===== config.mk =====
export PLATFORM = sky130hd
export DESIGN_NAME = store_splitter
export DESIGN_NICKNAME = d
export VERILOG_FILES = /design/src/rtl/store_splitter.sv
export SDC_FILE = /design/constraint.sdc
export NUM_CORES = 1
export LEC_CHECK = 0
export ABC_AREA = 1
export CELL_PAD_IN_SITES_DETAIL_PLACEMENT = 0
export CELL_PAD_IN_SITES_GLOBAL_PLACEMENT = 1
export CORE_MARGIN = 2
export CORE_UTILIZATION = 36
export CTS_CLUSTER_SIZE = 30
export DETAILED_ROUTE_END_ITERATION = 10
export PLACE_DENSITY_LB_ADDON = 0.1
export SLEW_MARGIN = 20
export SYNTH_ARGS = -nofsm -noshare
export SYNTH_HDL_FRONTEND = slang
export SYNTH_SLANG_ARGS = --single-unit

===== constraint.sdc =====
create_clock -name clk -period 6.5 [get_ports clk]
set_clock_uncertainty 0.2 [all_clocks]
set_input_delay 1.3 -clock clk [delete_from_list [all_inputs] [get_ports clk]]
set_output_delay 1.3 -clock clk [all_outputs]
set_load 0.05 [all_outputs]

===== src/rtl/store_splitter.sv =====
module store_splitter #(
  parameter int ADDR_W = 28
) (
  input  logic              clk,
  input  logic              rst_n,
  input  logic              in_valid,
  output logic              in_ready,
  input  logic              in_load,
  input  logic              in_dram,
  input  logic [2:0]        in_len,
  input  logic [ADDR_W-1:0] in_addr,
  input  logic [15:0]       in_mask,
  output logic              out_valid,
  input  logic              out_ready,
  output logic              out_load,
  output logic              out_dram,
  output logic [2:0]        out_len,
  output logic [ADDR_W-1:0] out_addr,
  output logic [7:0]        out_mask,
  output logic              err
);

  logic              busy;
  logic [1:0]        idx, last_idx;
  logic [2:0]        r_len;
  logic [ADDR_W-1:0] r_addr;
  logic [15:0]       r_mask;
  logic [5:0]        r_lwv;
  logic              r_load, r_dram;

  logic [15:0] lm;
  logic [3:0]  lwbits;
  logic [1:0]  n_m1;
  logic        full, odd, illegal, accept;

  always_comb begin
    case (in_len)
      3'd3:    begin lm = 16'h00FF; lwbits = 4'b0011; end
      3'd4:    begin lm = 16'h0FFF; lwbits = 4'b0111; end
      3'd5:    begin lm = 16'hFFFF; lwbits = 4'b1111; end
      default: begin lm = 16'h000F; lwbits = 4'b0001; end
    endcase
  end

  assign full    = &(in_mask | ~lm);
  assign odd     = in_addr[2];
  assign illegal = (in_len == 3'd7) ||
                   (in_load ? (in_len >= 3'd3 && in_len <= 3'd5)
                            : (in_len == 3'd6 || (in_dram && in_len == 3'd5 && odd)));

  always_comb begin
    n_m1 = 2'd0;
    if (!in_load && in_len >= 3'd3 && in_len <= 3'd5) begin
      if (!in_dram) n_m1 = full ? 2'd0 : in_len[1:0] - 2'd2;
      else case (in_len)
        3'd3:    n_m1 = odd ? 2'd1 : 2'd0;
        3'd4:    n_m1 = 2'd1;
        default: n_m1 = full ? 2'd0 : 2'd1;
      endcase
    end
  end

  assign in_ready  = !busy;
  assign accept    = in_valid && in_ready;
  assign out_valid = busy;
  assign out_load  = r_load;
  assign out_dram  = r_dram;

  always_ff @(posedge clk) begin
    if (!rst_n) begin
      busy <= 1'b0; idx <= '0; last_idx <= '0; err <= 1'b0;
      r_len <= '0; r_addr <= '0; r_mask <= '0; r_lwv <= '0;
      r_load <= 1'b0; r_dram <= 1'b0;
    end else begin
      err <= accept && illegal;
      if (accept && !illegal) begin
        busy     <= 1'b1;
        idx      <= '0;
        last_idx <= n_m1;
        r_len    <= in_len;
        r_addr   <= in_addr;
        r_mask   <= in_mask & lm;
        r_lwv    <= {2'b00, lwbits} << odd;
        r_load   <= in_load;
        r_dram   <= in_dram;
      end else if (busy && out_ready) begin
        if (idx == last_idx) begin
          busy <= 1'b0;
          idx  <= '0;
        end else begin
          idx <= idx + 2'd1;
        end
      end
    end
  end

  logic [23:0]       win;
  logic [ADDR_W-1:0] base;
  logic              split;

  assign win   = r_addr[2] ? {4'b0, r_mask, 4'b0} : {8'b0, r_mask};
  assign base  = {r_addr[ADDR_W-1:3], 3'b000};
  assign split = last_idx != 2'd0;

  always_comb begin
    out_len  = r_len;
    out_addr = r_addr;
    out_mask = 8'h00;
    if (!r_load) begin
      if (!r_dram) begin
        if (split) begin
          out_len  = 3'd2;
          out_addr = r_addr + ADDR_W'({idx, 2'b00});
          out_mask = {4'b0, r_mask[{idx, 2'b00} +: 4]};
        end else begin
          out_mask = (r_len <= 3'd2) ? {4'b0, r_mask[3:0]} : 8'h0F;
        end
      end else begin
        out_addr = base + ADDR_W'({idx, 3'b000});
        out_mask = win[{idx, 3'b000} +: 8];
        if (split) out_len = (r_lwv[{idx, 1'b0} +: 2] == 2'b11) ? 3'd3 : 3'd2;
      end
    end
  end

endmodule


### Word-level counts from Yosys, hierarchy flattened

Index checks and enable logic that the tools add are counted.

| cells by class | value |
|---|---|
| $lt $le $gt $ge | 3 |
| muxes and demuxes | 26 |
| add/subtract/negate cells | 4 |
| shifts and indexed selects | 4 |
| equality and inequality tests | 7 |
| reductions and logical operators | 20 |
| bitwise gates (word level) | 4 |

Operators with widths:

| cell | count |
|---|---|
| 28-bit 2-to-1 mux | 3 |
| 16-bit one-hot mux with 3 select lines | 1 |
| 28-bit by 4-bit adder with 28-bit output | 1 |
| 28-bit by 5-bit adder with 28-bit output | 1 |
| 24-bit by 6-bit indexed part select with 8-bit output | 1 |
| 20-bit 2-to-1 mux | 1 |
| 16-bit bitwise AND | 1 |
| 8-bit 2-to-1 mux | 2 |
| 16-bit inverter | 1 |
| 16-bit bitwise OR | 1 |
| 16-bit AND reduction | 1 |
| 16-bit by 5-bit indexed part select with 4-bit output | 1 |
| 3-bit equality test (second input constant) | 4 |
| 3-bit 2-to-1 mux | 4 |
| 4-bit one-hot mux with 3 select lines | 1 |
| 1-bit logical AND | 9 |
| 2-bit 2-to-1 mux | 4 |
| 4-bit 2-to-1 mux | 2 |
| 1-bit 2-to-1 mux | 7 |
| 2-bit nonzero test | 3 |
| 6-bit by 4-bit indexed part select with 2-bit output | 1 |
| 4-bit by 1-bit left shift with 6-bit output | 1 |
| 3-bit by 2-bit equality test with 1-bit output (second input constant) | 1 |
| 3-bit by 2-bit greater-or-equal comparator with 1-bit output (second input constant) | 1 |
| other kinds (12) | 15 |

| word-level totals | value |
|---|---|
| register bits after elaboration | 61 |

### Depth between registers and ports, before layout

| depth | value |
|---|---|
| depth after elaboration | 10 |
| gate-level depth with buffers | 11 |
| depth with buffers taken out | 11 |

### Worst setup path before layout

Ideal clock, no wire load.

| path | value |
|---|---|
| path kind | reg-to-output |
| start point | reg idx[1] |
| end point | out out_addr[16] |
| buffers on the path | 1 |
| path slack | 2.266 ns |
| data required time | 5.000 ns |
| stages on the path, launching flop included | 12 |
| arrival | 2.734 ns |
| cells stage by stage | dfxtp_1 clkbuf_1 clkinv_1 fa_1 inv_1 nand3_1 nor2_1 nand2_1 nand2_1 nand3_1 nor2_1 xor2_1 |

| between the ends | value |
|---|---|
| word-level cells in the longest chain between the ends | 4 |
| elaborated cells on any way between the ends | 5 |

Ends and longest elaborated chain:

| item | RTL line | source |
|---|---|---|
| start: declaration | 24 | `logic [1:0] idx, last_idx;` |
| start signal: assignment | 91 | `idx <= idx + 2'd1;` |
| 28-bit by 4-bit adder with 28-bit output | 113 | `out_addr = r_addr + ADDR_W'({idx, 2'b00});` |
| 28-bit 2-to-1 mux | 111 | `if (split) begin` |
| 28-bit 2-to-1 mux (*) | 110 | `if (!r_dram) begin` |
| 28-bit 2-to-1 mux (*) | 109 | `if (!r_load) begin` |
| end: declaration | 18 | `output logic [ADDR_W-1:0] out_addr,` |

Every way passes the cells marked *; elsewhere a longest branch is shown, timed or not.

### Worst setup path after layout

| path | value |
|---|---|
| start point | reg idx[1] |
| end point | out out_addr[26] |

The elaborated chain is that of the path after synthesis.

==> summary.txt <==
Yosys
  – Synthesized instance count: 572
  – Synth Register Bits: 59
  – Share of Yosys cell area claimed by the top area cell type: 32.34%
  – Synth area leaders: dfxtp_1, nand2_1, inv_1, nand3_1, xor2_1
  – Seq/Total Area, Yosys: 32.34%
  – Ys Warns: 0
  – Synth Area per Inst: 6.385 um^2
  – Post-synth cell types: 37
  – Area leader, netlist: dfxtp_1
  – Synthesized cell area: 3652 um^2
  – Syn_nets: 631

Global route
  – GR Util met1: 31.91%
  – Grt ovf: 0
  – GR Util met2: 30.71%
  – Initial antenna violation count: 0
  – First-pass GRT wire length: 18640 um
  – M3 GR Usage: 4.117%
  – Pin count of the biggest net entering global routing: 52
  – Tot GR Track Use: 21.23%
  – Busiest grt layer: met1
  – Vias in the first global route: 3708

Floorplanning
  – Top-Level Pins: 97
  – Placeable Area: 9819 um^2
  – Starting density of the core: 37.19%
  – Horiz. Die Dim: 104.7 um
  – Rows: 36
  – DIE AREA: 10970 um^2
  – Chip height: 104.7 um

Worst setup path
  – Reg2reg path depth: 8
  – CP Class: flip-flop to output port
  – Setup crit start kind: flip-flop
  – Crit path largest cell delay: 0.82 ns
  – R2r endpoint: r_addr[23]$_SDFFE_PN0P_
  – Critical R2R Launch: out_valid$_SDFFE_PN0P_
  – Crit path cell chain: clkinv_1 -> fa_1 -> inv_1 -> nand3_1 -> nor2_1 -> nand2_1 -> a21oi_1 -> nand3_1 -> xor2_1 -> clkdlybuf4s50_1
  – Worst Path Required: 5.00 ns
  – Cell family with most CP delay: buffers and inverters
  – Crit-path slowest cell: clkdlybuf4s50_1
  – R2R setup slack: 4.53 ns
  – Critical Path End Type: output port
  – Arr. time, crit path: 4.04 ns
  – WP buf/inv: 3
  – CP Max Fanout: 20
  – Most used cell, CP: nand3_1

Clock network
  – TritonCTS clock tree: built
  – CTS Root Cell: clkbuf_8
  – Post-cts resize count: 0
  – Clock transition at path regs: 0.08 ns
  – H-tree levels: 3
  – Clock Sinks: 59
  – Post-CTS Setup Inserts: 0
  – Worst-case clock buffer depth: 2
  – CTS Hold Bufs: 0
  – Skew-Pair Late Insertion Delay: 0.34 ns
  – TritonCTS Buffers: 9

Finish
  – NumNets Final: 720
  – Fillers: 1053
  – Area delta synth->final: 33.40%
  – Layout cells sized above 1: 4.217%
  – # diodes: 0
  – Fin util: 49.62%

Place
  – GPL Wtd Cong: 0.8813
  – Post-DP HPWL: 8557 um
  – I/O Buffers: 96

STA
  – Max-slew violations: 0
  – Worst-Margin Slew: 0.8305 ns
  – Fin crit share: 85.25%
  – Setup violations, final: 0
  – Max Fclk: 180.5 MHz
  – Setup Total Neg Slack: 0 ns
  – Worst slew margin: 44.56%
  – Final Hold Vio Count: 0
  – RSZ-0062 raised after global routing: no
  – Fin crit period: 5.542 ns

Detailed routing
  – DRT antenna net count: 0
  – Vias per cell: 4.843
  – Drt first pass iters: 4
  – Post-route DRC: 0
  – Final wirelength: 11400 um
  – Vias: 3860
  – Starting DRT DRC Count: 164
  – Routed wire per std cell: 14.30 um

Power
  – PwrDens: 212.4 nW/um^2
  – Clk pwr share: 32.0%
  – Worst ir drop on vdd: 0.00008391 V
  – Final Total Pwr: 0.001035 W
  – Static leakage: 2.054 nW
  – Cell-internal power: 0.0006710 W
  – Sw frac: 35.14%
  – Part of the power in registers: 39.4%
  – Power share of the combinational group: 28.5%
  – NetSw: 0.0003636 W

Worst hold path
  – Hold Path Depth: 2
  – Hold WC Path Type: flip-flop to flip-flop
  – Worst Hold Launch: r_lwv[0]$_SDFFE_PN0P_
  – Endpoint with the worst hold slack: r_lwv[0]$_SDFFE_PN0P_

Run status
  – Run status: complete, no violations

Job
  – Max Cap Violations: 0
[cells in the mapped netlist, drive strengths merged]
master / count
a21oi: 21
clkinv: 1
and2: 1
inv: 85
a31oi: 1
clkbuf: 6
xor2: 25
o32ai: 1
nor2: 35
o211ai: 4
nand2: 178
o21bai: 1
fa: 2
o31ai: 1
ha: 4
nor3: 12
buf: 13
nand3: 49
nand4: 11
a211oi: 1
o21ai: 55
dfxtp: 59
o221ai: 2
a311oi: 2
o22ai: 2
[power groups by stage]
stage	Clock [W]	Sequential [W]	Combinational, W
after CTS	0.000339	0.000408	0.000295
after global routing	0.000357	0.000412	0.000317
after global placement	0	0.000416	0.000292
final	0.000332	0.000408	0.000295
after detailed placement	0	0.000416	0.000293
after floorplan	0	0.000412	0.000185
[cell families (layout without fill, tap and decap cells)]
logic type	Yosys count	after routing	synth area share [%]
and+or+nand+nor	286	286	33.54
buffers and inverters	105	197	11.82
AOI/OAI and AO/OA	91	91	13.84
DFF	59	59	32.34
xor gates and xnor gates	25	25	5.995
adders and majority gates	6	6	2.467
[through the flow]
step                area, um^2  hold slack, ns  worst slack (ns)  instances
floorplan                 3652          0.2191             2.266        572
global placement          4671          0.2340             1.435        782
detailed placement        4671          0.2357             1.343        782
CTS                       4852          0.2515            0.9583        796
global route              4872          0.2880            0.7263        797
finish                    4872          0.2541            0.9584        797
[cells in the final DEF (no fill, tap or decap), drive strengths merged]
master	synthesis	layout
a211oi	1	1
a21oi	21	21
a311oi	2	2
a31oi	1	1
and2	1	1
buf	13	1
bufinv	0	1
clkbuf	6	11
clkdlybuf4s50	0	96
clkinv	1	3
dfxtp	59	59
fa	2	2
ha	4	4
inv	85	85
nand2	178	178
nand3	49	49
nand4	11	11
nor2	35	35
nor3	12	12
o211ai	4	4
o21ai	55	55
o21bai	1	1
o221ai	2	2
o22ai	2	2
o31ai	1	1
o32ai	1	1
xor2	25	25
[worst min-delay path, cell delays in order (launching register included)]
cell,delay [ns]
dfxtp_1,0.31
nand2_1,0.06
nand2_1,0.04
[flip-flops by register name (all words and copies together), names as in the netlist]
name       cells
out_dram       1
r_len          3
idx            2
out_load       1
r_lwv          4
r_mask        16
err            1
out_valid      1
last_idx       2
r_addr        28
[worst max-delay path by stage]
stage          depth (start not counted)           startpoint  slack, ns            to
2_1_floorplan                         11  idx[1]$_SDFFE_PP0P_       2.27  out_addr[16]
3_3_place_gp                          10  idx[1]$_SDFFE_PP0P_       1.44  out_addr[22]
3_5_place_dp                          10  idx[1]$_SDFFE_PP0P_       1.34  out_addr[26]
4_1_cts                               10  idx[1]$_SDFFE_PP0P_       0.96  out_addr[26]
5_1_grt                               10  idx[1]$_SDFFE_PP0P_       0.73  out_addr[26]
6_report                              10  idx[1]$_SDFFE_PP0P_       0.96  out_addr[26]
[metal layers]
metal,vias to the layer above,wire (um)
met4,0,99
met3,8,623
met2,106,4728
met1,1735,5947
met5,-,0
li1,2011,-
[area by class of cell]
class                   count  area, um^2  share of cell area (%)
well taps                 133       166.4                   3.416
clock inverters             3       40.04                  0.8218
flip-flops and latches     59        1181                   24.24
repair buffers             97       980.9                   20.13
clock buffers              11       141.4                   2.902
inverters                  86       322.8                   6.626
multi-input cells         408        2039                   41.86
(Power assumes the default switching activity.)
